**src/rtl/skip_pkg.sv**
```systemverilog
package skip_pkg;
  typedef enum logic [3:0] {
    CND_CY_SET  = 4'd0,
    CND_CY_CLR  = 4'd1,
    CND_NONZERO = 4'd2,
    CND_ZERO    = 4'd3,
    CND_NEG     = 4'd4,
    CND_POS     = 4'd5,
    CND_EQ      = 4'd6,
    CND_LT      = 4'd7,
    CND_LE      = 4'd8,
    CND_GT      = 4'd9,
    CND_GE      = 4'd10
  } cond_e;

  localparam int OP_W     = 5;
  localparam int OP_DIR_B = 4;
  localparam int POP_W    = 2;

  typedef struct packed {
    logic             hit;
    logic             known;
    logic [POP_W-1:0] pops;
  } cond_res_t;
endpackage

```
**src/rtl/skip_cond_eval.sv**
```systemverilog
module skip_cond_eval
  import skip_pkg::*;
#(
  parameter int DATA_W = 32
) (
  input  logic [3:0]        cond,
  input  logic [DATA_W-1:0] tos,
  input  logic [DATA_W-1:0] nos,
  input  logic              carry,
  output cond_res_t         res
);
  logic sgn_lt, sgn_eq;

  assign sgn_lt = $signed(nos) < $signed(tos);
  assign sgn_eq = nos == tos;

  always_comb begin
    res = '{hit: 1'b0, known: 1'b1, pops: 2'd0};
    case (cond)
      CND_CY_SET:  begin res.hit = carry;              res.pops = 2'd0; end
      CND_CY_CLR:  begin res.hit = !carry;             res.pops = 2'd0; end
      CND_NONZERO: begin res.hit = |tos;               res.pops = 2'd1; end
      CND_ZERO:    begin res.hit = ~|tos;              res.pops = 2'd1; end
      CND_NEG:     begin res.hit = tos[DATA_W-1];      res.pops = 2'd1; end
      CND_POS:     begin res.hit = !tos[DATA_W-1];     res.pops = 2'd1; end
      CND_EQ:      begin res.hit = sgn_eq;             res.pops = 2'd2; end
      CND_LT:      begin res.hit = sgn_lt;             res.pops = 2'd2; end
      CND_LE:      begin res.hit = sgn_lt || sgn_eq;   res.pops = 2'd2; end
      CND_GT:      begin res.hit = !sgn_lt && !sgn_eq; res.pops = 2'd2; end
      CND_GE:      begin res.hit = !sgn_lt;            res.pops = 2'd2; end
      default:     begin res.known = 1'b0; end
    endcase
  end

  always_comb begin
    if (!res.known) assert (res.pops == 2'd0 && !res.hit)
      else $error("p_undef_quiet_r11");
  end
endmodule

```
**src/rtl/skip_range_chk.sv**
```systemverilog
module skip_range_chk #(
  parameter int CNT_W    = 18,
  parameter int MAX_SKIP = 65536
) (
  input  logic [CNT_W-1:0] count,
  input  logic             backward,
  output logic             ok
);
  localparam int EXT_W = CNT_W + 1;
  localparam logic signed [EXT_W-1:0] LIM = EXT_W'(MAX_SKIP);

  logic signed [EXT_W-1:0] cext;
  logic fwd_ok, bwd_ok;

  assign cext   = $signed({count[CNT_W-1], count});
  assign fwd_ok = (cext > 0) && (cext <= LIM);
  assign bwd_ok = (cext < 0) && (cext >= -LIM);
  assign ok     = backward ? bwd_ok : fwd_ok;
endmodule

```
**src/rtl/skip_target.sv**
```systemverilog
module skip_target #(
  parameter int ADDR_W      = 32,
  parameter int CNT_W       = 18,
  parameter int INSTR_WORDS = 2
) (
  input  logic [ADDR_W-1:0] ip,
  input  logic [CNT_W-1:0]  count,
  input  logic              take,
  output logic [ADDR_W-1:0] target
);
  logic [ADDR_W-1:0] fall, offs;

  generate
    if (ADDR_W > CNT_W) begin : g_sext
      assign offs = {{(ADDR_W-CNT_W){count[CNT_W-1]}}, count};
    end else begin : g_trunc
      assign offs = count[ADDR_W-1:0];
    end
  endgenerate

  assign fall   = ip + ADDR_W'(INSTR_WORDS);
  assign target = take ? fall + offs : fall;
endmodule

```
**src/rtl/skip_unit.sv**
```systemverilog
module skip_unit
  import skip_pkg::*;
#(
  parameter int ADDR_W      = 32,
  parameter int DATA_W      = 32,
  parameter int CNT_W       = 18,
  parameter int MAX_SKIP    = 65536,
  parameter int INSTR_WORDS = 2
) (
  input  logic              clk,
  input  logic              rst,
  input  logic              in_valid,
  input  logic [4:0]        opcode,
  input  logic [CNT_W-1:0]  count,
  input  logic [ADDR_W-1:0] ip,
  input  logic [DATA_W-1:0] tos,
  input  logic [DATA_W-1:0] nos,
  input  logic              carry,
  output logic              out_valid,
  output logic [ADDR_W-1:0] next_ip,
  output logic              taken,
  output logic [1:0]        pop_cnt,
  output logic              illegal
);
  cond_res_t         cres;
  logic              rng_ok, legal, take_c;
  logic [ADDR_W-1:0] tgt_c;
  logic [ADDR_W-1:0] ip_q;
  logic [3:0]        cond_q;

  skip_cond_eval #(.DATA_W(DATA_W)) u_cond (
    .cond(opcode[3:0]), .tos(tos), .nos(nos), .carry(carry), .res(cres)
  );

  skip_range_chk #(.CNT_W(CNT_W), .MAX_SKIP(MAX_SKIP)) u_rng (
    .count(count), .backward(opcode[OP_DIR_B]), .ok(rng_ok)
  );

  assign legal  = rng_ok && cres.known;
  assign take_c = legal && cres.hit;

  skip_target #(.ADDR_W(ADDR_W), .CNT_W(CNT_W), .INSTR_WORDS(INSTR_WORDS)) u_tgt (
    .ip(ip), .count(count), .take(take_c), .target(tgt_c)
  );

  always_ff @(posedge clk) begin
    if (rst) begin
      out_valid <= 1'b0;
      next_ip   <= '0;
      taken     <= 1'b0;
      pop_cnt   <= '0;
      illegal   <= 1'b0;
      ip_q      <= '0;
      cond_q    <= '0;
    end else begin
      out_valid <= in_valid;
      if (in_valid) begin
        next_ip <= tgt_c;
        taken   <= take_c;
        pop_cnt <= legal ? cres.pops : 2'd0;
        illegal <= !legal;
        ip_q    <= ip;
        cond_q  <= opcode[3:0];
      end
    end
  end

  // one-cycle result strobe
  p_latency_r2: assert property (@(posedge clk) disable iff (rst)
    in_valid |=> out_valid) else $error("p_latency_r2");
  p_quiet_r2: assert property (@(posedge clk) disable iff (rst)
    !in_valid |=> !out_valid) else $error("p_quiet_r2");
  // carry class pops nothing
  p_carry_pop_r3: assert property (@(posedge clk) disable iff (rst)
    (out_valid && !illegal && cond_q <= 4'd1) |-> pop_cnt == 2'd0) else $error("p_carry_pop_r3");
  // single-cell tests pop one
  p_one_pop_r4: assert property (@(posedge clk) disable iff (rst)
    (out_valid && !illegal && (cond_q == 4'd2 || cond_q == 4'd3)) |-> pop_cnt == 2'd1)
    else $error("p_one_pop_r4");
  // compare class pops two
  p_cmp_pop_r6: assert property (@(posedge clk) disable iff (rst)
    (out_valid && !illegal && cond_q >= 4'd6) |-> pop_cnt == 2'd2) else $error("p_cmp_pop_r6");
  // fall-through address
  p_fall_r8: assert property (@(posedge clk) disable iff (rst)
    (out_valid && !taken) |-> next_ip == ip_q + ADDR_W'(INSTR_WORDS)) else $error("p_fall_r8");
  // rejection overrides jump and pop
  p_reject_r11: assert property (@(posedge clk) disable iff (rst)
    illegal |-> (!taken && pop_cnt == 2'd0)) else $error("p_reject_r11");
endmodule

```
**config.mk**
```make
export PLATFORM = sky130hd
export DESIGN_NAME = skip_unit
export DESIGN_NICKNAME = d
export VERILOG_FILES = /design/src/rtl/skip_pkg.sv /design/src/rtl/skip_cond_eval.sv /design/src/rtl/skip_range_chk.sv /design/src/rtl/skip_target.sv /design/src/rtl/skip_unit.sv
export SDC_FILE = /design/constraint.sdc
export NUM_CORES = 1
export LEC_CHECK = 0
export BUFFER_PORTS_ARGS = -buffer_cell sky130_fd_sc_hd__buf_4
export CAP_MARGIN = 5
export CORE_MARGIN = 1
export CORE_UTILIZATION = 45
export DETAILED_ROUTE_END_ITERATION = 16
export PLACE_DENSITY = 0.79
export SETUP_SLACK_MARGIN = 0.15
export SYNTH_ARGS = -nofsm -noshare
export SYNTH_HDL_FRONTEND = slang
export SYNTH_SLANG_ARGS = --single-unit
```
**constraint.sdc**
```tcl
create_clock -name clk -period 7.8 [get_ports clk]
set_input_delay 1.56 -clock clk [delete_from_list [all_inputs] [get_ports clk]]
set_output_delay 1.56 -clock clk [all_outputs]
set_load 0.03 [all_outputs]
```
Yosys cells after proc, flatten, opt, wreduce, memory -nomap -nowiden. Cells that the tools add are included.

Flip-flop bits (word level): 37. Input bits: 123. Output and inout bits: 37.

$add $sub $neg: 2. Order comparisons: 5. Eq/ne operators: 11. Multiplexer cells: 6. Reductions and logical operators: 17.

Operators by type and width (count): adder 32 x 2 -> 32 bit (second input constant) (1); adder 32 bit (1); equality test 32 bit (1); < comparator 32 bit (1); two-way mux 32 bit (1); OR reduction 32 bit (1); >= comparator 18 x 17 -> 1 bit (second input constant) (1); > comparator 18 x 1 -> 1 bit (second input constant) (1); <= comparator 18 bit (second input constant) (1); < comparator 18 x 1 -> 1 bit (second input constant) (1); equality test 4 x 3 -> 1 bit (second input constant) (4); equality test 4 bit (second input constant) (3); one-hot mux 1 bit (11 select lines) (1); OR reduction 11 bit (1); equality test 4 x 2 -> 1 bit (second input constant) (2); zero test 1 bit (6); logical AND 1 bit (5); OR reduction 5 bit (1); equality test 4 x 1 -> 1 bit (second input constant) (1); zero test 4 bit (1); one-hot mux 2 bit (2 select lines) (1); OR reduction 4 bit (1); two-way mux 1 bit (2); two-way mux 2 bit (1); logical OR 1 bit (1).

Depth between registers and ports, before layout. Gate-level depths: netlist of run 1.

Depth in word-level cells: 6. Mapped depth: 17. Mapped depth without buffers: 16.

Hierarchy. A second synthesis of run 1 with hierarchy kept.

Cell total of the unflattened synthesis: 698. Area, all modules: 5196.2 um^2.

Modules (own cells, without submodules): skip_target (instances 1, cells an instance 420, area an instance 2746.4 um^2, sequential area each 0.0 um^2); skip_unit (instances 1, cells an instance 123, area an instance 1360.1 um^2, sequential area each 740.7 um^2); skip_cond_eval (instances 1, cells an instance 147, area an instance 1037.2 um^2, sequential area each 0.0 um^2); skip_range_chk (instances 1, cells an instance 8, area an instance 52.6 um^2, sequential area each 0.0 um^2).

Least setup slack after synthesis of run 1. OpenSTA, ideal clock, no wires.

Kind: input to register. Start: input port ip[9]. End: register next_ip[31]. Setup time: 82 ps. Arrival time: 4820 ps. Data required time: 7718 ps. Path slack: 2898 ps. Stages on the path: 16. Cell sequence: nand3_1 > or3_1 > or3_1 > inv_2 > and3_1 > nand3_1 > xnor2_1 > ha_1 > clkbuf_1 > nand2_1 > nor2_1 > o211a_1 > or4_1 > a311o_1 > mux2_2 > o221ai_1.

Cells in the longest elaborated chain, start to end: 3.

Ends and longest elaborated chain: start, declared (RTL line skip_unit.sv:15) `input logic [ADDR_W-1:0] ip,`; adder 32 x 2 -> 32 bit (*) (RTL line skip_target.sv:21) `assign fall = ip + ADDR_W'(INSTR_WORDS);`; adder 32 bit (RTL line skip_target.sv:22) `assign target = take ? fall + offs : fall;`; two-way mux 32 bit (*) (RTL line skip_target.sv:22); end signal, assigned (RTL line skip_unit.sv:58) `next_ip <= tgt_c;`; end, declared (RTL line skip_unit.sv:20) `output logic [ADDR_W-1:0] next_ip,`.

Every way passes the cells marked *; elsewhere a longest branch is shown, timed or not. A chain may end at the register's enable or synchronous reset.

Worst setup path in the final report of run 1.
Start: input port ip[3]. End: register next_ip[22].

The elaborated chain is that of the path after synthesis.

==> results.ini, run 1 <==
[clock_tree]
cts_made_buffers = 5
cts_tree = done
clock_latency_ns = 0.30
cts.clk_slew.worst_paths_ns = 0.09
cts_root_buffer = clkbuf_8
htreeDepth = 2
cts_hold_buf = 0
cts_resized = 0
cts_setup_buffers = 0
clkSinkCount = 37
cts.path.max_buffers = 2

[cells_and_area]
layout.nets = 989
n_fill_cell = 1003
seq_area_um2 = 741
drive_gt1_frac = 0.233
layout_commonest_cell = buf_4
area_growth_syn_to_layout_pct = 26.8
insertedDiodeCount = 0
multi_input_area_um2 = 3960
layout_common_cells = buf_4, ha_1, nor2_1

[critical_path]
critPathArrivalTime_ns = 5.48
cp-endpoint = next_ip[22]
cp.buffers_inverters = 1
rr_worst_depth = 3
reg2reg_slack_ns = 6.92
critical_path_class = in2reg
cp_slowest_stage_delay_ns = 0.45
r2r-end = next_ip[29]
critPathSlowestCell = a21boi_0
start_kind = primary input
path_delay_family = compound AO/OA/AOI/OAI gates
endpoint_kind = flip-flop
cp_common_cell = o21ai_0
crit_start = ip[3]
cp.depth = 16
crit_chain = buf_4 > and4_1 > nand3_1 > nor2_1 > and3_1 > xor2_1 > ha_1 > a211oi_1 > o21ai_0 > a221oi_1 > o21ai_0 > a21boi_0 > o21ai_0 > xor2_1 > mux2i_1 > a211oi_1
required_ns = 8.02
r2r-start = next_ip[29]
cp_max_fo = 7

[timing]
period_needed_ns = 5.25
rsz0062_at_grt = no
worst_pin_slew_ns = 1.21
finalCritPeriodShare = 0.673
finalHoldViolations = 0
clock.fmax_ghz = 0.190
fin_setup_tns_ns = 0
slew_headroom = 0.193
post-route-worst-setup-slack_ns = 2.55
clock_skew_ns = 0
slew_viol_final = 0
setup_violations = 0

[route]
via_per_inst = 5.82
drt-total-wl_um = 14900
wire_per_inst_um = 15.8
drt-initial-drc-count = 289
via_count = 5485
drtAntennaViolNets = 0
drt_pre_antenna_iters = 7
route.detailed.drc = 0

[synth]
yosysUniqueCellTypes = 71
syn_avg_cell_area_um2 = 7.62
yosysSeqAreaShare = 0.148
synth-edff-count = 0
ys.flop_type = dfxtp_1
netlist_area_um2 = 5010
synth_seq_cells = 37
syn_inst = 658
synthArstFlopShare = 0
yosys_warnings = 0
synth_nets = 846

[placed_design]
routabilityCongestion = 0.922
hpwl_um = 12100
portBuffers = 159
dp_slack_ns = 2.35

[worst_hold_path]
hold_class = reg2reg

[floorplanning]
die_h_um = 108
core_um2 = 10800
start_util = 0.462
die_area_um2 = 11600
rows = 38
fp.dieW_um = 108
ios = 160

[power]
p_per_area_nw_per_um2 = 115
vdd_drop_max_v = 0.0000666
leakagePower_uw = 0.00308

[grt]
grt_pass1_vias = 5393
grt_overflow_total = 0
grt_max_degree = 65
grtUsageTotal = 0.257
antenna_found_initial = 0
grt_pass1_wl_um = 24200

[job]
cap_violations = 0

[run_status]
outcome = finished clean

[cell families after synthesis]
family                   count (synthesis)  synth area share
flip-flops                              37             0.148
AND/OR/NAND/NOR                        233             0.244
multiplexers                            29            0.0581
buffers and inverters                   75            0.0624
AO/OA/AOI/OAI                          160             0.221
adder cells (fa/ha/maj)                 65             0.164
XOR/XNOR                                59             0.103
[worst register-to-register path, delay by kind of cell (launching register included)]
family,cells,cell delay [ns]
flops,1,0.32
simple gates,1,0.27
compound gates,2,0.17
[synthesized netlist by cell type (9+ instances only)]
| master | instances | area (µm²) |
|---|---|---|
| inv_1 | 50 | 188 |
| clkbuf_1 | 19 | 71.3 |
| xor2_1 | 18 | 158 |
| nor2_1 | 57 | 214 |
| nand3_1 | 23 | 115 |
| mux2i_1 | 28 | 280 |
| nor3_1 | 18 | 90.1 |
| dfxtp_1 | 37 | 741 |
| nor4_1 | 14 | 87.6 |
| and3_1 | 12 | 75.1 |
| o21ai_0 | 16 | 80.1 |
| a211oi_1 | 32 | 240 |
| a21o_1 | 9 | 67.6 |
| nand4_1 | 18 | 113 |
| xnor2_1 | 41 | 359 |
| nand2_1 | 49 | 184 |
| ha_1 | 64 | 801 |
| a21oi_1 | 44 | 220 |
[cell type report]
cell class | instances | share of cell area
clock buffers | 5 | 0.0108
clock inverters | 3 | 0.00276
inverters | 51 | 0.0301
multi-input cells | 546 | 0.623
flip-flops and latches | 37 | 0.117
well taps | 140 | 0.0276
repair buffers | 160 | 0.189
[per-layer routing]
layer	GRT usage	share of wire	vias to the layer above
li1	-	-	2727
met1	0.302	0.43	2517
met4	0.113	0.037	0
met5	0	0	-
met2	0.469	0.48	190
met3	0.0242	0.051	51
[worst min-delay path by stage]
| stage | cells after the start | start | end | slack [ns] |
|---|---|---|---|---|
| after global placement | 2 | pop_cnt[0] | pop_cnt[0] | 0.46 |
| final | 2 | pop_cnt[1] | pop_cnt[1] | 0.46 |
| after global routing | 2 | pop_cnt[1] | pop_cnt[1] | 0.49 |
| after floorplan | 2 | pop_cnt[0] | pop_cnt[0] | 0.59 |
| after detailed placement | 2 | pop_cnt[1] | pop_cnt[1] | 0.46 |
| after CTS | 2 | pop_cnt[1] | pop_cnt[1] | 0.47 |
[through the flow]
step	instances	utilization	instance area, µm²	hold WS, ns	power [µW]
4_1_cts	942	0.586	6350	0.469	732
2_1_floorplan	658	-	5010	0.591	460
5_1_grt	942	0.586	6350	0.485	780
3_3_place_gp	934	0.578	6270	0.455	579
3_5_place_dp	934	0.578	6270	0.458	589
6_report	942	0.586	6350	0.465	732
[registers in the layout (all words and copies together), names as in the netlist]
| name | flops |
|---|---|
| next_ip | 32 |
| pop_cnt | 2 |
| illegal | 1 |
| out_valid | 1 |
| taken | 1 |
[power breakdown]
part           internal [µW]  switching, µW
sequential               203           8.49
combinational            168            210
clock                   61.9           80.4
total                    433            298
No activity file was read; power rests on OpenSTA's default activity.
==> inputs of run 2 (changes only) <==
--- a/config.mk
+++ b/config.mk
@@ -5,12 +5,13 @@
 export SDC_FILE = /design/constraint.sdc
 export NUM_CORES = 1
 export LEC_CHECK = 0
+export ABC_AREA = 1
 export BUFFER_PORTS_ARGS = -buffer_cell sky130_fd_sc_hd__buf_4
 export CAP_MARGIN = 5
 export CORE_MARGIN = 1
 export CORE_UTILIZATION = 45
 export DETAILED_ROUTE_END_ITERATION = 16
-export PLACE_DENSITY = 0.79
+export PLACE_DENSITY = 0.78
 export SETUP_SLACK_MARGIN = 0.15
 export SYNTH_ARGS = -nofsm -noshare
 export SYNTH_HDL_FRONTEND = slang
==> constraint.sdc (replaced) <==
create_clock -name clk -period 5.2 [get_ports clk]
set_input_delay 1.04 -clock clk [delete_from_list [all_inputs] [get_ports clk]]
set_output_delay 1.04 -clock clk [all_outputs]
set_load 0.03 [all_outputs]
==> run 2 against run 1 <==
Flip-flop and latch count is the same. Wire length increased by 14%. Area after synthesis is 11% higher. Critical path type unchanged. Largest cell class unchanged. Largest power group unchanged. Critical path depth rose by 10.
==> results.ini, run 2 <==
[run_status]
outcome = finished clean

[synth]
yosys.area_share.simple = 0.380  ; +0.136
syn_inst = 947  ; +44%
synth-compound-area-share = 0.135  ; -0.0863
synth_mux_area_frac = 0  ; -0.0581
yosysSeqAreaShare = 0.133  ; -0.0145
synthAdderAreaFrac = 0.148  ; -0.0160
yosysUniqueCellTypes = 40  ; -44%
syn_avg_cell_area_um2 = 5.87  ; -23%
ys.flop_type = dfxtp_1
synth-xor-area-share = 0.0788  ; -0.0243
synth_top_area_share = 0.151  ; -0.00844
synth_seq_cells = 37  ; unchanged
synth_top_family_by_area = simple AND/OR/NAND/NOR gates
yosys_warnings = 0  ; unchanged
synth_nets = 1135  ; +34%
ys_top_cells_by_count = nand2_1, inv_1, nor2_1, nand3_1, a21oi_1
synth_area_leaders = nand2_1, ha_1, dfxtp_1, inv_1, nor2_1
synth_area_leader_cell = nand2_1
netlist_area_um2 = 5560  ; +11%
synth-edff-count = 0  ; unchanged
synthArstFlopShare = 0  ; unchanged
synth.most_common_cell = nand2_1

[critical_path]
cp_max_fo = 4  ; -3
critPathArrivalTime_ns = 4.40  ; -1.08 ns
cp_common_cell = nand2_1
cp_slowest_stage_delay_ns = 0.37  ; -0.08 ns
reg2reg_slack_ns = 4.50  ; -2.42 ns
crit_start = ip[1]
critical_path_class = in2reg
rr_worst_depth = 4  ; +1
start_kind = primary input
critPathSlowestCell = ha_1
endpoint_kind = flip-flop
required_ns = 5.44  ; -2.58 ns
r2r-start = next_ip[4]
r2r-end = next_ip[4]

[grt]
grt_max_degree = 58  ; -11%
grt_overflow_total = 0  ; unchanged
antenna_found_initial = 0  ; unchanged
grt_pass1_wl_um = 27600  ; +14%
grtUsageTotal = 0.266  ; +0.00946
grt_pass1_vias = 5951  ; +10%

[floorplanning]
ios = 160  ; unchanged
fp.dieW_um = 113  ; +5.2%
die_area_um2 = 12800  ; +11%
core_um2 = 12000  ; +11%
rows = 40  ; +5.3%
die_h_um = 113  ; +5.2%
start_util = 0.463  ; about the same

[cells_and_area]
regMostFlops = next_ip
utilization = 0.583  ; -0.00278
design_area_um2 = 7010  ; +10%
area_growth_syn_to_layout_pct = 26.1
reg_top3 = next_ip x32, pop_cnt x2
insertedDiodeCount = 0  ; unchanged
largest_reg_flops = 32  ; unchanged
layout.nets = 1283  ; +30%
drive_gt1_frac = 0.175  ; -0.0580
n_fill_cell = 1264  ; +26%
layout_commonest_cell = nand2_1
layout_common_cells = nand2_1, buf_4, inv_1

[power]
leakagePower_uw = 0.00383  ; +24%
vdd_drop_max_v = 0.000115  ; +73%
p_per_area_nw_per_um2 = 185  ; +60%

[clock_tree]
cts_resized = 0  ; unchanged
cts_made_buffers = 5  ; unchanged
cts_setup_buffers = 0  ; unchanged
cts_root_buffer = clkbuf_16
clkSinkCount = 37  ; unchanged
cts.path.max_buffers = 2  ; unchanged
htreeDepth = 2  ; unchanged
cts_tree = done
cts.clk_slew.worst_paths_ns = 0.06  ; -0.03 ns
clock_latency_ns = 0.29  ; about the same
cts_hold_buf = 0  ; unchanged

[timing]
slew_viol_final = 0  ; unchanged
clock.fmax_ghz = 0.241
clock_skew_ns = 0  ; unchanged
slew_headroom = 0.582  ; +0.389
worst_pin_slew_ns = 0.627  ; -0.579 ns
fin_setup_tns_ns = 0  ; unchanged
finalHoldViolations = 0  ; unchanged
post-route-worst-setup-slack_ns = 1.04  ; -1.50 ns
finalCritPeriodShare = 0.799
setup_violations = 0  ; unchanged
timing.hold.ws_ns = 0.467  ; +0.00234 ns
rsz0062_at_grt = no
period_needed_ns = 4.16

[route]
via_count = 6542  ; +19%
drtAntennaViolNets = 0  ; unchanged
route.detailed.drc = 0  ; unchanged
drt-total-wl_um = 17000  ; +14%
wire_per_inst_um = 13.6  ; -14%
drt-initial-drc-count = 406  ; +40%
drt_pre_antenna_iters = 5  ; -2
via_per_inst = 5.26  ; -9.6%

[placed_design]
dpl_cell_area_um2 = 6840  ; +9.1%
hpwl_um = 14200  ; +17%
dp_slack_ns = 0.770  ; -1.58 ns
routabilityCongestion = 1.01  ; +9.8%
portBuffers = 159  ; unchanged

[worst_hold_path]
hold_end = next_ip[20]
hp-start = next_ip[20]
hold_class = reg2reg
hold-path-cell-count = 2  ; unchanged

[job]
cap_violations = 0  ; unchanged

==> run 2: cell count changes in the layout (fill, tap and decap cells not counted), sizes merged, moves of 16 or more <==
cell	before	now
a211oi	33	0
a21oi	45	66
inv	51	156
mux2i	28	0
nand2	49	230
nand3	23	80
nor2	57	123
o21ai	21	41
xnor2	41	16
xor2	18	34
==> run 2: where the power goes <==
group	switching, µW	internal, µW	leakage (µW)
Sequential	12.0	305	0.000306
Clock	125	227	0.0000842
Combinational	381	245	0.00344
==> run 2: layer usage <==
layer	GRT usage	up-vias	wire length, µm
met4	0.0842	0	372
met2	0.448	282	7390
met5	0	-	0
li1	-	3379	-
met1	0.363	2852	8080
met3	0.0171	29	1110
==> run 2: worst max path at each step <==
stage | to | cells past startpoint
final | next_ip[30] | 26
after CTS | next_ip[30] | 26
after global placement | next_ip[27] | 23
after floorplan | next_ip[30] | 25
after detailed placement | next_ip[30] | 26
after global routing | next_ip[30] | 26
==> run 2: cells by family (layout without fill, tap and decap cells) <==
logic type,count (synthesis),count (layout)
AO/OA/AOI/OAI,135,135
XOR/XNOR,50,50
adder cells (fa/ha/maj),65,65
buffers and inverters,176,325
flip-flops,37,37
AND/OR/NAND/NOR,484,484
==> run 2: worst max-delay path, delay by kind of cell <==
kind                     cells  cell delay, ns
XOR/XNOR                     1            0.15
adder cells (fa/ha/maj)      2            0.54
AND/OR/NAND/NOR             19            2.40
buffers and inverters        4            0.26
==> run 2: per-stage QoR <==
stage / power, µW / std cells
global route: 1380 / 1243
detailed placement: 942 / 1235
global placement: 939 / 1235
floorplan: 730 / 947
CTS: 1290 / 1243
finish: 1290 / 1243
==> run 2: layout make-up <==
class / count / area (µm²) / share of cell area
multi-input cells: 734 / 4120 / 0.588
repair buffers: 161 / 1210 / 0.172
flip-flops and latches: 37 / 741 / 0.106
inverters: 156 / 586 / 0.0836
well taps: 147 / 184 / 0.0262
clock buffers: 5 / 125 / 0.0179
clock inverters: 3 / 43.8 / 0.00625
==> inputs of run 3 (changes only) <==
==> constraint.sdc (replaced) <==
create_clock -name clk -period 4.25 [get_ports clk]
set_input_delay 0.85 -clock clk [delete_from_list [all_inputs] [get_ports clk]]
set_output_delay 0.85 -clock clk [all_outputs]
set_load 0.03 [all_outputs]
==> run 3 against run 2 <==
Flip-flop and latch count unchanged. Via count down 0.24%. Wire length up 1.8%. Die area unchanged. Register-to-register slack worse by 0.97 ns. Critical path depth down 2. Utilization up 1.1 points. Setup slack worse by 0.54 ns. Global-route usage up 0.56 points. Hold slack worse by 0.0041 ns. First-iteration DRC count down 9.1%. Sequential share of layout area down 0.20 points. Critical path type unchanged. Largest power group unchanged.
==> results.ini, run 3 (synthesis gave the netlist of run 2 again) <==
[floorplanning]
rows = 40  ; unchanged
die_area_um2 = 12800  ; unchanged
fp.dieW_um = 113  ; unchanged
ios = 160  ; unchanged
start_util = 0.463  ; unchanged
core_um2 = 12000  ; unchanged
die_h_um = 113  ; unchanged

[critical_path]
cp_max_fo = 5  ; +1
cp_common_cell = nand2_1
r2r-start = next_ip[25]
r2r-end = next_ip[25]
critPathSlowestCell = nor4_1
critPathArrivalTime_ns = 3.99  ; -0.41 ns
crit_chain = buf_4 > ha_1 > nand2_1 > nor2_2 > nand2_1 > nor2_2 > nand3_2 > nor2_4 > nand2_1 > inv_2 > nand2_2 > nor4_2 > xor2_1 > inv_1 > ha_4 > nand2_1 > nor4_1 > nand4_1 > nand4_1 > xor2_1 > nand3_1 > nand3_1 > nand2_1 > inv_1
reg2reg_slack_ns = 3.53  ; -0.97 ns
required_ns = 4.49  ; -0.95 ns
endpoint_kind = flip-flop
critical_path_class = in2reg
start_kind = primary input
cp_slowest_stage_delay_ns = 0.42  ; +0.05 ns
rr_worst_depth = 4  ; unchanged
cp.buffers_inverters = 4  ; unchanged
path_delay_family = simple AND/OR/NAND/NOR gates

[clock_tree]
cts_tree = done
cts_made_buffers = 5  ; unchanged
cts.clk_slew.worst_paths_ns = 0.06  ; about the same
clock_latency_ns = 0.28  ; about the same
htreeDepth = 2  ; unchanged
cts_root_buffer = clkbuf_16
cts.path.max_buffers = 2  ; unchanged
clkSinkCount = 37  ; unchanged

[timing]
post-route-worst-setup-slack_ns = 0.500  ; -0.543 ns
setup_violations = 0  ; unchanged
slew_headroom = 0.523  ; -0.0586
worst_pin_slew_ns = 0.707  ; +0.0805 ns
period_needed_ns = 3.75
slew_viol_final = 0  ; unchanged
clock.fmax_ghz = 0.267
finalCritPeriodShare = 0.882
rsz0062_at_grt = yes
fin_setup_tns_ns = 0  ; unchanged
finalHoldViolations = 0  ; unchanged
clock_skew_ns = 0  ; unchanged

[worst_hold_path]
hold_end = next_ip[6]
hold-path-cell-count = 2  ; unchanged
hp-start = next_ip[6]
hold_class = reg2reg

[grt]
busiest_layer = met2
grt_pass1_wl_um = 28600  ; +3.6%
grt.met1_usage = 0.369  ; +0.00583
grt_pass1_vias = 6161  ; +3.5%
grt_max_degree = 58  ; unchanged
grtUsageMet2 = 0.463  ; +0.0147
grt_overflow_total = 0  ; unchanged
grtUsageTotal = 0.272  ; +0.00561
globalRouteMet3Util = 0.0209  ; +0.00375
antenna_found_initial = 0  ; unchanged

[route]
wire_per_inst_um = 13.8  ; +1.2%
drtAntennaViolNets = 0  ; unchanged
route.detailed.drc = 0  ; unchanged
via_count = 6526  ; -0.24%
drt_pre_antenna_iters = 5  ; unchanged
via_per_inst = 5.22  ; -0.88%
drt-initial-drc-count = 369  ; -9.1%
drt-total-wl_um = 17300  ; +1.8%

[cells_and_area]
area_growth_syn_to_layout_pct = 28.6
design_area_um2 = 7150  ; +2.0%
layout.nets = 1291  ; +0.62%
layout_commonest_cell = nand2_1
drive_gt1_frac = 0.188  ; +0.0132
regMostFlops = next_ip
largest_reg_flops = 32  ; unchanged
n_fill_cell = 1225  ; -3.1%
insertedDiodeCount = 0  ; unchanged
reg_top3 = next_ip x32, pop_cnt x2
layout_common_cells = nand2_1, buf_4, inv_1

[placed_design]
routabilityCongestion = 0.979  ; -3.3%
portBuffers = 159  ; unchanged
dp_slack_ns = 0.0910  ; -0.679 ns
dpl_cell_area_um2 = 6900  ; +0.88%
hpwl_um = 14300  ; +0.76%

[power]
vdd_drop_max_v = 0.000141  ; +22%
p_per_area_nw_per_um2 = 232  ; +26%
leakagePower_uw = 0.00389  ; +1.6%

[run_status]
outcome = finished clean

[job]
cap_violations = 0  ; unchanged

run 3: changes by cell type in the layout (fill, tap and decap cells not counted), sizes merged:
cell    before  now
buf        161  169
bufinv       1    2
clkinv       2    1
run 3: worst max-delay path by stage:
stage,slack (ns),cells after the start,from,endpoint
3_5_place_dp,0.09,26,ip[1],next_ip[29]
2_1_floorplan,0.67,25,ip[1],next_ip[30]
4_1_cts,0.39,26,ip[1],next_ip[29]
5_1_grt,0.13,23,ip[1],next_ip[27]
3_3_place_gp,0.17,27,ip[1],next_ip[27]
6_report,0.50,24,ip[1],next_ip[28]
run 3: worst reg2reg max path, delay by kind of cell (launching register included):
family / cells / cell delay, ns
DFF: 1 / 0.36
buffers and inverters: 1 / 0.04
and+or+nand+nor: 3 / 0.28
run 3: cell type report:
| class | instances | area [µm²] | share of cell area |
|---|---|---|---|
| tap | 147 | 184 | 0.0257 |
| timing repair buffer | 169 | 1270 | 0.178 |
| clock inverter | 3 | 68.8 | 0.00963 |
| inverter | 156 | 586 | 0.0819 |
| sequential | 37 | 741 | 0.104 |
| clock buffer | 5 | 125 | 0.0175 |
| multi-input combinational | 734 | 4170 | 0.584 |
run 3: per-layer routing:
| layer | routed length (µm) | vias to the layer above | share of wire |
|---|---|---|---|
| li1 | - | 3388 | - |
| met1 | 8070 | 2849 | 0.47 |
| met2 | 7740 | 263 | 0.45 |
| met3 | 1180 | 26 | 0.068 |
| met4 | 276 | 0 | 0.016 |
| met5 | 0 | - | 0 |
run 3: power breakdown:
part | internal, µW | total [µW] | switching (µW) | leakage [µW]
Combinational | 309 | 785 | 475 | 0.00349
Sequential | 373 | 388 | 14.6 | 0.000306
Clock | 338 | 487 | 149 | 0.0000944
run 3: through the flow:
step | hold WS, ns | util | std cells | power (µW)
finish | 0.463 | 0.595 | 1251 | 1660
CTS | 0.467 | 0.591 | 1251 | 1650
detailed placement | 0.458 | 0.574 | 1243 | 1160
floorplan | 0.595 | - | 947 | 894
global placement | 0.454 | 0.574 | 1243 | 1150
global route | 0.488 | 0.595 | 1251 | 1770
run 3: timing repair:
| action | CTS | global route |
|---|---|---|
| endpoints found under the setup margin | 0 | 5 |
| endpoints found under the hold margin | 0 | 0 |
| resized for setup | 0 | 13 |
| hold buffers | 0 | 0 |
| setup buffers | 0 | 0 |
